## src/rtl/usb_irq_pkg.sv

```systemverilog
package usb_irq_pkg;

  typedef enum logic [1:0] {
    HS_ACK  = 2'd0,
    HS_NAK  = 2'd1,
    HS_NYET = 2'd2,
    HS_NONE = 2'd3
  } hs_e;

  typedef enum logic [1:0] {
    DIR_CTRL = 2'd0,
    DIR_IN   = 2'd1,
    DIR_OUT  = 2'd2,
    DIR_NONE = 2'd3
  } dir_e;

  localparam logic [1:0] POLICY_ALL_NAK = 2'b00;
  localparam logic [1:0] POLICY_NO_NAK  = 2'b01;

  // Decide whether a completed transaction raises the endpoint flag.
  function automatic logic irq_due(input logic [1:0] hs, input logic [1:0] dir,
                                   input logic [1:0] policy, input logic armed);
    logic due;
    due = 1'b0;
    if (dir != DIR_NONE) begin
      case (hs)
        HS_ACK:  due = 1'b1;
        HS_NYET: due = (dir == DIR_OUT);
        HS_NAK: begin
          if (policy == POLICY_ALL_NAK)     due = 1'b1;
          else if (policy == POLICY_NO_NAK) due = 1'b0;
          else                              due = armed;
        end
        default: due = 1'b0;
      endcase
    end
    return due;
  endfunction

  // Next value of the first-NAK tracking bit.
  function automatic logic arm_after(input logic [1:0] hs, input logic [1:0] dir,
                                     input logic armed);
    logic nxt;
    nxt = armed;
    if (dir != DIR_NONE) begin
      if (hs == HS_ACK)                         nxt = 1'b1;
      else if (hs == HS_NYET && dir == DIR_OUT) nxt = 1'b1;
      else if (hs == HS_NAK)                    nxt = 1'b0;
    end
    return nxt;
  endfunction

  // Smallest whole number of clock cycles covering the minimum pulse time.
  function automatic int unsigned pulse_cycles(input int unsigned min_ps,
                                               input int unsigned clk_ps);
    int unsigned n;
    n = (min_ps + clk_ps - 1) / clk_ps;
    return (n == 0) ? 1 : n;
  endfunction

endpackage

```

## src/rtl/usb_irq_cfg.sv

```systemverilog
module usb_irq_cfg
  import usb_irq_pkg::*;
#(
  parameter int NUM_EP = 8
) (
  input  logic              clk,
  input  logic              rst_n,
  input  logic              bus_rst,
  input  logic              cfg_we,
  input  logic [7:0]        cfg_wdata,
  input  logic              en_we,
  input  logic [NUM_EP-1:0] en_wdata,
  output logic [1:0]        pol_ctrl,
  output logic [1:0]        pol_in,
  output logic [1:0]        pol_out,
  output logic              pulse_mode,
  output logic              act_high,
  output logic [NUM_EP-1:0] ep_en,
  output logic [7:0]        cfg_rdata
);

  logic [1:0]        f_ctrl, f_in, f_out;
  logic              f_pulse, f_high;
  logic [NUM_EP-1:0] f_en;

  always_ff @(posedge clk or negedge rst_n) begin
    if (!rst_n) begin
      f_ctrl  <= '0;
      f_in    <= '0;
      f_out   <= '0;
      f_pulse <= 1'b0;
      f_high  <= 1'b0;
      f_en    <= '0;
    end else begin
      if (bus_rst) begin
        f_ctrl <= '0;
        f_in   <= '0;
        f_out  <= '0;
      end else if (cfg_we) begin
        f_ctrl <= cfg_wdata[7:6];
        f_in   <= cfg_wdata[5:4];
        f_out  <= cfg_wdata[3:2];
      end
      if (cfg_we) begin
        f_pulse <= cfg_wdata[1];
        f_high  <= cfg_wdata[0];
      end
      if (en_we) f_en <= en_wdata;
    end
  end

  assign pol_ctrl   = f_ctrl;
  assign pol_in     = f_in;
  assign pol_out    = f_out;
  assign pulse_mode = f_pulse;
  assign act_high   = f_high;
  assign ep_en      = f_en;
  assign cfg_rdata  = {f_ctrl, f_in, f_out, f_pulse, f_high};

  AST_BUSRST_POLICY_CLEAR: assert property (@(posedge clk) disable iff (!rst_n)
    bus_rst |=> (cfg_rdata[7:2] == 6'd0)) else $error("bus reset left a policy set");

  AST_BUSRST_PIN_KEPT: assert property (@(posedge clk) disable iff (!rst_n)
    (bus_rst && !cfg_we && !en_we) |=> ($stable(cfg_rdata[1:0]) && $stable(ep_en)))
    else $error("bus reset touched pin settings");

endmodule

```

## src/rtl/usb_irq_ep_track.sv

```systemverilog
module usb_irq_ep_track
  import usb_irq_pkg::*;
#(
  parameter int NUM_EP = 8,
  parameter int EP_W   = 3
) (
  input  logic              clk,
  input  logic              rst_n,
  input  logic              bus_rst,
  input  logic              ev_valid,
  input  logic [1:0]        ev_hs,
  input  logic [1:0]        ev_dir,
  input  logic [EP_W-1:0]   ev_ep,
  input  logic [1:0]        pol_ctrl,
  input  logic [1:0]        pol_in,
  input  logic [1:0]        pol_out,
  input  logic              clr_we,
  input  logic [NUM_EP-1:0] clr_wdata,
  output logic [NUM_EP-1:0] pend,
  output logic              ev_hit
);

  logic [1:0]        pol_sel;
  logic [NUM_EP-1:0] armed;
  logic              armed_sel;

  always_comb begin
    case (ev_dir)
      DIR_CTRL: pol_sel = pol_ctrl;
      DIR_IN:   pol_sel = pol_in;
      default:  pol_sel = pol_out;
    endcase
  end

  assign armed_sel = armed[ev_ep];
  assign ev_hit    = ev_valid && irq_due(ev_hs, ev_dir, pol_sel, armed_sel);

  for (genvar i = 0; i < NUM_EP; i++) begin : g_ep
    logic sel_i, arm_q, pend_q;
    assign sel_i = ev_valid && (ev_ep == EP_W'(i));

    always_ff @(posedge clk or negedge rst_n) begin
      if (!rst_n) begin
        arm_q  <= 1'b0;
        pend_q <= 1'b0;
      end else begin
        if (bus_rst)    arm_q <= 1'b0;
        else if (sel_i) arm_q <= arm_after(ev_hs, ev_dir, arm_q);
        if (sel_i && ev_hit)                pend_q <= 1'b1;
        else if (clr_we && clr_wdata[i])    pend_q <= 1'b0;
      end
    end

    assign armed[i] = arm_q;
    assign pend[i]  = pend_q;
  end

  AST_ACK_SETS_FLAG: assert property (@(posedge clk) disable iff (!rst_n)
    (ev_valid && ev_hs == HS_ACK && ev_dir != DIR_NONE) |=> pend[$past(ev_ep)])
    else $error("ACK did not set pending");

  AST_NO_NAK_POLICY: assert property (@(posedge clk) disable iff (!rst_n)
    (ev_valid && ev_hs == HS_NAK && pol_sel == POLICY_NO_NAK) |-> !ev_hit)
    else $error("NAK passed an ACK-only policy");

  AST_NAK_DISARMS: assert property (@(posedge clk) disable iff (!rst_n)
    (ev_valid && ev_hs == HS_NAK && ev_dir != DIR_NONE) |=> !armed[$past(ev_ep)])
    else $error("NAK left endpoint armed");

  AST_NYET_OUT_ONLY: assert property (@(posedge clk) disable iff (!rst_n)
    (ev_valid && ev_hs == HS_NYET && ev_dir != DIR_OUT) |-> !ev_hit)
    else $error("NYET outside OUT raised a flag");

endmodule

```

## src/rtl/usb_irq_pin.sv

```systemverilog
module usb_irq_pin #(
  parameter int PULSE_CYC = 3,
  parameter int BACKLOG_W = 4
) (
  input  logic clk,
  input  logic rst_n,
  input  logic pulse_req,
  input  logic level_act,
  input  logic pulse_mode,
  input  logic act_high,
  output logic pulse_on,
  output logic int_pin
);

  localparam int TMR_W = (PULSE_CYC > 1) ? $clog2(PULSE_CYC) : 1;
  localparam logic [BACKLOG_W-1:0] BL_MAX = '1;

  typedef enum logic [1:0] {PS_IDLE, PS_ON, PS_GAP} pstate_e;

  pstate_e              st;
  logic [TMR_W-1:0]     tmr;
  logic [BACKLOG_W-1:0] backlog;
  logic                 take;
  logic                 asserted;

  assign take = (st != PS_ON) && (backlog != '0);

  always_ff @(posedge clk or negedge rst_n) begin
    if (!rst_n) begin
      st      <= PS_IDLE;
      tmr     <= '0;
      backlog <= '0;
    end else begin
      case (st)
        PS_ON: begin
          if (tmr == '0) st <= PS_GAP;
          else           tmr <= tmr - 1'b1;
        end
        default: begin
          if (take) begin
            st  <= PS_ON;
            tmr <= TMR_W'(PULSE_CYC - 1);
          end else begin
            st <= PS_IDLE;
          end
        end
      endcase
      if (pulse_req && !take && backlog != BL_MAX) backlog <= backlog + 1'b1;
      else if (!pulse_req && take)                 backlog <= backlog - 1'b1;
    end
  end

  assign pulse_on = (st == PS_ON);
  assign asserted = pulse_mode ? pulse_on : level_act;
  assign int_pin  = act_high ? asserted : ~asserted;

  AST_PULSE_HAS_SOURCE: assert property (@(posedge clk) disable iff (!rst_n)
    $rose(pulse_on) |-> ($past(backlog) != '0))
    else $error("pulse started with nothing queued");

  AST_GAP_ONE_CYCLE: assert property (@(posedge clk) disable iff (!rst_n)
    (st == PS_GAP) |=> (st != PS_GAP))
    else $error("gap longer than one cycle");

endmodule

```

## src/rtl/usb_irq_filter.sv

```systemverilog
module usb_irq_filter
  import usb_irq_pkg::*;
#(
  parameter int          NUM_EP        = 8,
  parameter int unsigned CLK_PERIOD_PS = 20000,
  parameter int unsigned PULSE_MIN_PS  = 60000,
  parameter int          BACKLOG_W     = 4
) (
  input  logic                       clk,
  input  logic                       rst_n,
  input  logic                       bus_rst,
  input  logic                       ev_valid,
  input  logic [1:0]                 ev_hs,
  input  logic [1:0]                 ev_dir,
  input  logic [$clog2(NUM_EP)-1:0]  ev_ep,
  input  logic                       cfg_we,
  input  logic [7:0]                 cfg_wdata,
  input  logic                       en_we,
  input  logic [NUM_EP-1:0]          en_wdata,
  input  logic                       clr_we,
  input  logic [NUM_EP-1:0]          clr_wdata,
  output logic [7:0]                 cfg_rdata,
  output logic [NUM_EP-1:0]          pend,
  output logic                       int_pin
);

  localparam int EP_W      = $clog2(NUM_EP);
  localparam int PULSE_CYC = int'(pulse_cycles(PULSE_MIN_PS, CLK_PERIOD_PS));

  logic [1:0]        pol_ctrl, pol_in, pol_out;
  logic              pulse_mode, act_high;
  logic [NUM_EP-1:0] ep_en;
  logic              ev_hit;
  logic              pulse_req;
  logic              level_act;
  logic              pulse_on;

  usb_irq_cfg #(.NUM_EP(NUM_EP)) u_cfg (
    .clk        (clk),
    .rst_n      (rst_n),
    .bus_rst    (bus_rst),
    .cfg_we     (cfg_we),
    .cfg_wdata  (cfg_wdata),
    .en_we      (en_we),
    .en_wdata   (en_wdata),
    .pol_ctrl   (pol_ctrl),
    .pol_in     (pol_in),
    .pol_out    (pol_out),
    .pulse_mode (pulse_mode),
    .act_high   (act_high),
    .ep_en      (ep_en),
    .cfg_rdata  (cfg_rdata)
  );

  usb_irq_ep_track #(.NUM_EP(NUM_EP), .EP_W(EP_W)) u_track (
    .clk       (clk),
    .rst_n     (rst_n),
    .bus_rst   (bus_rst),
    .ev_valid  (ev_valid),
    .ev_hs     (ev_hs),
    .ev_dir    (ev_dir),
    .ev_ep     (ev_ep),
    .pol_ctrl  (pol_ctrl),
    .pol_in    (pol_in),
    .pol_out   (pol_out),
    .clr_we    (clr_we),
    .clr_wdata (clr_wdata),
    .pend      (pend),
    .ev_hit    (ev_hit)
  );

  assign pulse_req = ev_hit && ep_en[ev_ep] && pulse_mode;
  assign level_act = |(pend & ep_en);

  usb_irq_pin #(.PULSE_CYC(PULSE_CYC), .BACKLOG_W(BACKLOG_W)) u_pin (
    .clk        (clk),
    .rst_n      (rst_n),
    .pulse_req  (pulse_req),
    .level_act  (level_act),
    .pulse_mode (pulse_mode),
    .act_high   (act_high),
    .pulse_on   (pulse_on),
    .int_pin    (int_pin)
  );

  AST_MASKED_NO_PULSE: assert property (@(posedge clk) disable iff (!rst_n)
    (ev_valid && !ep_en[ev_ep]) |-> !pulse_req)
    else $error("masked endpoint queued a pulse");

endmodule

```

## config.mk

```make
export PLATFORM = sky130hd
export DESIGN_NAME = usb_irq_filter
export DESIGN_NICKNAME = d
export VERILOG_FILES = /design/src/rtl/usb_irq_pkg.sv /design/src/rtl/usb_irq_cfg.sv /design/src/rtl/usb_irq_ep_track.sv /design/src/rtl/usb_irq_pin.sv /design/src/rtl/usb_irq_filter.sv
export SDC_FILE = /design/constraint.sdc
export NUM_CORES = 1
export LEC_CHECK = 0
export ABC_CLOCK_PERIOD_IN_PS = 6600
export BUFFER_PORTS_ARGS = -buffer_cell sky130_fd_sc_hd__clkbuf_2
export CAP_MARGIN = 20
export CORE_MARGIN = 2
export CORE_UTILIZATION = 55
export CTS_CLUSTER_SIZE = 10
export DETAILED_ROUTE_END_ITERATION = 6
export PLACE_DENSITY_LB_ADDON = 0.1
export SKIP_CTS_REPAIR_TIMING = 1
export SYNTH_ARGS = -nofsm -noshare
export SYNTH_HDL_FRONTEND = slang
export SYNTH_SLANG_ARGS = --single-unit
```

## constraint.sdc

```tcl
create_clock -name clk -period 6.6 [get_ports clk]
set_clock_uncertainty 0.1 [all_clocks]
set_input_delay 0 -clock clk [delete_from_list [all_inputs] [get_ports clk]]
set_output_delay 0 -clock clk [all_outputs]
set_load 0.02 [all_outputs]
```

; ---- Word level (Yosys, flattened, before mapping)
; Index checks and enable logic that the tools add are counted.
[totals]
reg_bits = 40
input_bits = 38
output_inout_bits = 17
[op_classes]
n_addsub = 3
n_lt_le_gt_ge = 1
n_eq_ne = 18
mux = 61
bitwise_logic = 2
n_reduce_logical = 71
[ops]
columns = operator, count
row1 = 2-to-1 mux 1 bit, 44
row2 = nonzero test 2 bit, 20
row3 = logical AND 1 bit, 32
row4 = AND reduction 3 bit, 8
row5 = 2-to-1 mux 2 bit, 11
row6 = == test 3 bit (second input constant), 4
row7 = bitwise AND 8 bit, 1
row8 = == test 2 x 1 -> 1 bit (second input constant), 4
row9 = zero test 2 bit, 4
row10 = 2-to-1 mux 4 bit, 2
row11 = nonzero test 4 bit, 2
row12 = OR reduction 8 bit, 1
row13 = binary-select mux 1 bit (select 3 bit), 2
row14 = == test 3 x 2 -> 1 bit (second input constant), 2
row15 = != test 2 bit (second input constant), 3
row16 = adder 4 x 1 -> 4 bit (second input constant), 1
row17 = == test 2 bit (second input constant), 2
row18 = < comparator 3 x 4 -> 1 bit (second input constant), 1
row19 = != test 4 bit (second input constant), 1
row20 = one-hot mux 2 bit (2 select lines), 1
row21 = subtractor 4 x 1 -> 4 bit (second input constant), 1
row22 = == test 3 x 1 -> 1 bit (second input constant), 1
row23 = zero test 3 bit, 1
row24 = one-hot mux 1 bit (3 select lines), 1
row25 = 5 further kinds, 6

; ---- Logic depth before layout (Yosys ltp)
[depth]
depth_word = 14
depth_mapped = 11
depth_no_buf = 10

; ---- Modules after synthesis
; From an unflattened synthesis, not the netlist that was laid out.
[hier_totals]
hier_cells = 223
area_unflattened_um2 = 2431.1
[modules_own_cells]
columns = module, instances, cells_each, area_per_inst_um2, seq_area_each_um2
row1 = usb_irq_ep_track, 1, 116, 1086.0, 400.4
row2 = usb_irq_cfg, 1, 48, 715.7, 400.4
row3 = usb_irq_pin, 1, 47, 520.5, 200.2
row4 = usb_irq_filter, 1, 12, 108.9, 0.0

; ---- Worst setup path before layout
; OpenSTA, ideal clock, no wires.
[synth_path]
kind = flip-flop to flip-flop
from = register u_cfg.f_ctrl[1] (netlist: u_cfg.pol_ctrl[1])
to = register u_pin.backlog[3]
setup_ps = 80
t_arrival_ps = 2439
slack_ps = 3981
stages_incl_launch_ff = 11
path_buffers = 0
period_less_slack_ps = 2619
cell_sequence = dfrtp_1 or4b_2 o21ai_0 a2111o_1 a21o_1 ha_1 a21o_1 a21oi_1 a211oi_1 a31oi_1 xnor2_1
[synth_via]
elab_chain_cells = 12
[synth_rtl]
columns = element, line_no
row1 = "start, declared", usb_irq_cfg.sv:22  ; logic [1:0] f_ctrl, f_in, f_out;
row2 = "start signal, assigned", usb_irq_cfg.sv:40  ; f_ctrl <= cfg_wdata[7:6];
row3 = one-hot mux 2 bit (2 select lines) (*), usb_irq_ep_track.sv:28  ; case (ev_dir)
row4 = == test 2 x 1 -> 1 bit, usb_irq_pkg.sv:31  ; else if (policy == POLICY_NO_NAK) due = 1'b0;
row5 = 2-to-1 mux 1 bit, usb_irq_pkg.sv:31
row6 = 2-to-1 mux 1 bit (*), usb_irq_pkg.sv:30  ; if (policy == POLICY_ALL_NAK) due = 1'b1;
row7 = one-hot mux 1 bit (3 select lines) (*), usb_irq_pkg.sv:26  ; case (hs)
row8 = 2-to-1 mux 1 bit (*), usb_irq_pkg.sv:25  ; if (dir != DIR_NONE) begin
row9 = logical AND 1 bit (*), usb_irq_ep_track.sv:36  ; assign ev_hit = ev_valid && irq_due(ev_hs, ev_dir, pol_sel, armed_sel);
row10 = logical AND 1 bit (*) (2 in series), usb_irq_filter.sv:72  ; assign pulse_req = ev_hit && ep_en[ev_ep] && pulse_mode;
row11 = logical AND 1 bit / zero test 1 bit (equally long branches), "usb_irq_pin.sv:48, usb_irq_pin.sv:49"
row12 = logical AND 1 bit (on tied branches), "usb_irq_pin.sv:48, usb_irq_pin.sv:49"
row13 = 2-to-1 mux 4 bit / nonzero test 2 bit (equally long branches), -
row14 = "end signal, assigned", usb_irq_pin.sv:48  ; if (pulse_req && !take && backlog != BL_MAX) backlog <= backlog + 1'b1;
row15 = "end signal, assigned", usb_irq_pin.sv:49  ; else if (!pulse_req && take) backlog <= backlog - 1'b1;
row16 = "end, declared", usb_irq_pin.sv:22  ; logic [BACKLOG_W-1:0] backlog;
; Every way passes the cells marked *; elsewhere a longest branch is shown, timed or not.
; A chain may end at the register's enable or synchronous reset.

; ---- Worst setup path in the final report
[layout_path]
from = register u_track.g_ep[0].arm_q
to = register u_pin.backlog[3]
[layout_via]
elab_chain_cells = 12
[layout_rtl]
columns = element, line_no
row1 = "start, declared", usb_irq_ep_track.sv:39  ; logic sel_i, arm_q, pend_q;
row2 = "start signal, assigned", usb_irq_ep_track.sv:48  ; else if (sel_i) arm_q <= arm_after(ev_hs, ev_dir, arm_q);
row3 = binary-select mux 1 bit (select 3 bit) (*), usb_irq_ep_track.sv:35  ; assign armed_sel = armed[ev_ep];
row4 = 2-to-1 mux 1 bit (not written as such) (*), usb_irq_ep_track.sv:35
row5 = 2-to-1 mux 1 bit (*), usb_irq_pkg.sv:31
row6 = 2-to-1 mux 1 bit (*), usb_irq_pkg.sv:30
row7 = one-hot mux 1 bit (3 select lines) (*), usb_irq_pkg.sv:26
row8 = 2-to-1 mux 1 bit (*), usb_irq_pkg.sv:25
row9 = logical AND 1 bit (*), usb_irq_ep_track.sv:36
row10 = logical AND 1 bit (*) (2 in series), usb_irq_filter.sv:72
row11 = logical AND 1 bit / zero test 1 bit (equally long branches), "usb_irq_pin.sv:48, usb_irq_pin.sv:49"
row12 = logical AND 1 bit (on tied branches), "usb_irq_pin.sv:48, usb_irq_pin.sv:49"
row13 = 2-to-1 mux 4 bit / nonzero test 2 bit (equally long branches), -
; Every way passes the cells marked *; elsewhere a longest branch is shown, timed or not. The select of a mux whose other input is x is not followed.

==> reports/metrics.cfg <==
[global_routing]
use_met3_pct = 6.42
grt_first_pass_wirelength_um = 7510
grt_pass1_vias = 1619
top_usage_layer = met2
grtUsageMet1_pct = 29.7
grt_util_met2_pct = 37.3
grt_max_degree = 41
grt.overflow.total = 0
track_usage_pct = 22.9
antenna_found_initial = 0

[worst_setup_path]
worstPathMaxFanout = 4
worst_ep_required_time_ps = 6710
r2r_start = u_track.g_ep[0].arm_q$_DFFE_PN0P_
critPathKind = reg2reg
timing.rr.end = u_pin.backlog[3]$_DFFE_PN0P_
rr_worst_depth = 10
critPathCaptureType = register
worstSetupStartpointType = register
max_stage_delay_ps = 510
cp.arrival_ps = 2890
worst_path_max_delay_cell = mux4_2
regToRegSetupSlack_ps = 3820
worstPathCellList = mux2i_1 > mux4_2 > a2111o_1 > a21o_1 > ha_1 > a21o_1 > a21oi_1 > a211oi_1 > a31oi_1 > xnor2_1
cpMostUsedCell = a21o_1

[pwr]
switching_share_pct = 31.7
leakage_nw = 1.31
power.net_switching_mw = 0.226
clockPowerShare_pct = 23.2
p_int_mw = 0.485
comb_power_share_pct = 32.5
powerDensity_mw_per_mm2 = 255
ir_worst_vdd_mv = 0.154
pwr-share-seq_pct = 44.3

[run_status]
status = finished, violations left
violations = hold timing

[synth]
syn_area_per_cell_um2 = 10.3
yosysMostFrequentCell = dfrtp_1
yosysTopAreaCellShare_pct = 45.9
synthTopCellsByCount = 40 x dfrtp_1, 32 x nand2_1, 18 x o21ai_0, 15 x nor2_1, 13 x mux2i_1
yosys_warnings = 0
ys_types = 42
synth_seq_cells = 40
ys.flop_type = dfrtp_1
syn-num-nets = 254
ys_seq_area_share_pct = 45.9
syn_area_mm2 = 0.00218
netlist_top_cells_area = dfrtp_1 46%, mux2i_1 6.0%, nand2_1 5.5%
syn_inst = 212
synthArstFlopShare_pct = 100
synth_edf_count = 0
synth_top_cell_by_area = dfrtp_1

[sta]
hold_viol = 19
fin_crit_sh_pct = 42.1
tns_ps = 0
worstMarginPinSlew_ps = 968
hold_ws_ps = -32.1
rsz0062_at_grt = false
layout_min_cycle_time_ps = 2780
relSlewSlack_pct = 35.5
drv_slew = 0
setup_viol = 0
fmax_ghz = 0.360

[final_layout]
drive_above_1_share_pct = 26.8
nets = 328
multiInputGateArea_mm2 = 0.00106
final_area_mm2 = 0.00279
register_area_mm2 = 0.00100
syn_to_final_growth_pct = 27.8
diodes = 0
fill_cells = 279

[clock_network]
numCtsBuffers = 5
clockRootBuffer = clkbuf_8
clock_latency_ps = 290
cts_max_level = 2
cts.sinks = 40
cts_buffer_depth = 2
cts_tree = yes
cts.clk_slew.worst_paths_ps = 70

[route]
wl_per_cell_um = 15.0
drtPass1Iterations = 4
wl_um = 5010
route.detailed.drc = 0
ant_nets = 0
num_vias = 1806
drt_iter0_markers = 89
vias_per_cell = 5.39

[run]
drv_cap = 0

[placement]
dp_hpwl_um = 3330
routabilityCongestion = 0.795
io_buffers = 54
place_area_mm2 = 0.00241

[die]
boundaryPins = 55
die_y_um = 67.0
core_area_mm2 = 0.00374
initial_core_util_pct = 58.3
rows = 22
die_w_um = 67.0
dieArea_mm2 = 0.00448

[hold_path]
min_from = clr_we
whs_path_depth = 4
hp-class = in2reg
worstHoldEndpoint = u_track.g_ep[3].pend_q$_DFFE_PN0P_

through the flow:
stage               hold WS [ps]  utilization (%)  power (mW)  std cells  setup slack [ps]
global placement             109             64.3       0.530        298              3860
detailed placement          95.6             64.3       0.538        298              3810
finish                     -32.1             74.4       0.711        335              3820
floorplan                   -396                -       0.482        212              3980
global route              0.0663             74.4       0.763        335              3650
CTS                         -213             66.7       0.703        306              3820
cells by family (layout without fill, tap and decap cells):
group / after synthesis / after routing / synth area share, %
XOR/XNOR: 4 / 4 / 1.61
AO/OA/AOI/OAI: 46 / 46 / 13.7
flip-flops: 40 / 40 / 45.9
AND/OR/NAND/NOR: 70 / 70 / 14.7
adder cells (fa/ha/maj): 4 / 4 / 2.64
buffers and inverters: 20 / 95 / 5.51
multiplexers: 28 / 28 / 15.9
per-layer routing:
| layer | vias to the layer above | part of all wire (%) |
|---|---|---|
| li1 | 886 | - |
| met1 | 858 | 45 |
| met2 | 47 | 48 |
| met3 | 15 | 4.8 |
| met4 | 0 | 2.5 |
| met5 | - | 0 |
how the worst max path moves through the flow:
stage,cells past startpoint,from,end,slack [ps]
after floorplan,10,u_cfg.pol_ctrl[1]$_DFFE_PN0P_,u_pin.backlog[3]$_DFFE_PN0P_,3980
after global placement,11,ev_ep[1],u_pin.backlog[3]$_DFFE_PN0P_,3860
after detailed placement,11,ev_ep[1],u_pin.backlog[3]$_DFFE_PN0P_,3810
after CTS,10,u_track.g_ep[0].arm_q$_DFFE_PN0P_,u_pin.backlog[3]$_DFFE_PN0P_,3820
after global routing,10,u_track.g_ep[7].arm_q$_DFFE_PN0P_,u_pin.backlog[3]$_DFFE_PN0P_,3650
final,10,u_track.g_ep[0].arm_q$_DFFE_PN0P_,u_pin.backlog[3]$_DFFE_PN0P_,3820
worst max-delay path: cells and delay by family, from the launching register on:
family	cells	cell delay (ps)
AOI/OAI and AO/OA	6	1220
DFF	1	350
xor gates and xnor gates	1	140
muxes	2	590
adders and majority gates	1	300
cell usage in the layout, fill, tap and decap left out, types with 3 or more instances in the layout:
master and instances:
nand2b_1 5, nand3_1 4, o21ai_0 18, clkbuf_8 6, a22oi_1 4, mux2_2 10, dfrtp_1 40, dlygate4sd3_1 29
nor2b_1 3, nand2_1 32, clkbuf_2 54, a21oi_1 9, mux2i_1 13, ha_1 3, nor2_1 15, inv_1 4
sequential cells by signal, indices dropped and copies added, names as in the netlist, 4 cells and up:
signal / flops
u_cfg.ep_en: 8
u_track.g_ep.arm_q: 8
u_track.g_ep.pend_q: 8
u_pin.backlog: 4
power groups by stage:
stage / sequential, mW / clock, mW / combinational [mW]
after detailed placement: 0.318 / 0 / 0.220
after floorplan: 0.311 / 0 / 0.170
after global routing: 0.320 / 0.180 / 0.263
after global placement: 0.318 / 0 / 0.212
final: 0.315 / 0.165 / 0.231
after CTS: 0.314 / 0.169 / 0.220
layout make-up:
class                           count  share of cell area (%)
Sequential cell                    40                    35.9
Tap cell                           48                    2.16
Timing Repair Buffer               83                    20.1
Inverter                            4                   0.539
Clock buffer                        8                    3.23
Multi-Input combinational cell    152                    38.0
No activity file was read; power rests on OpenSTA's default activity.
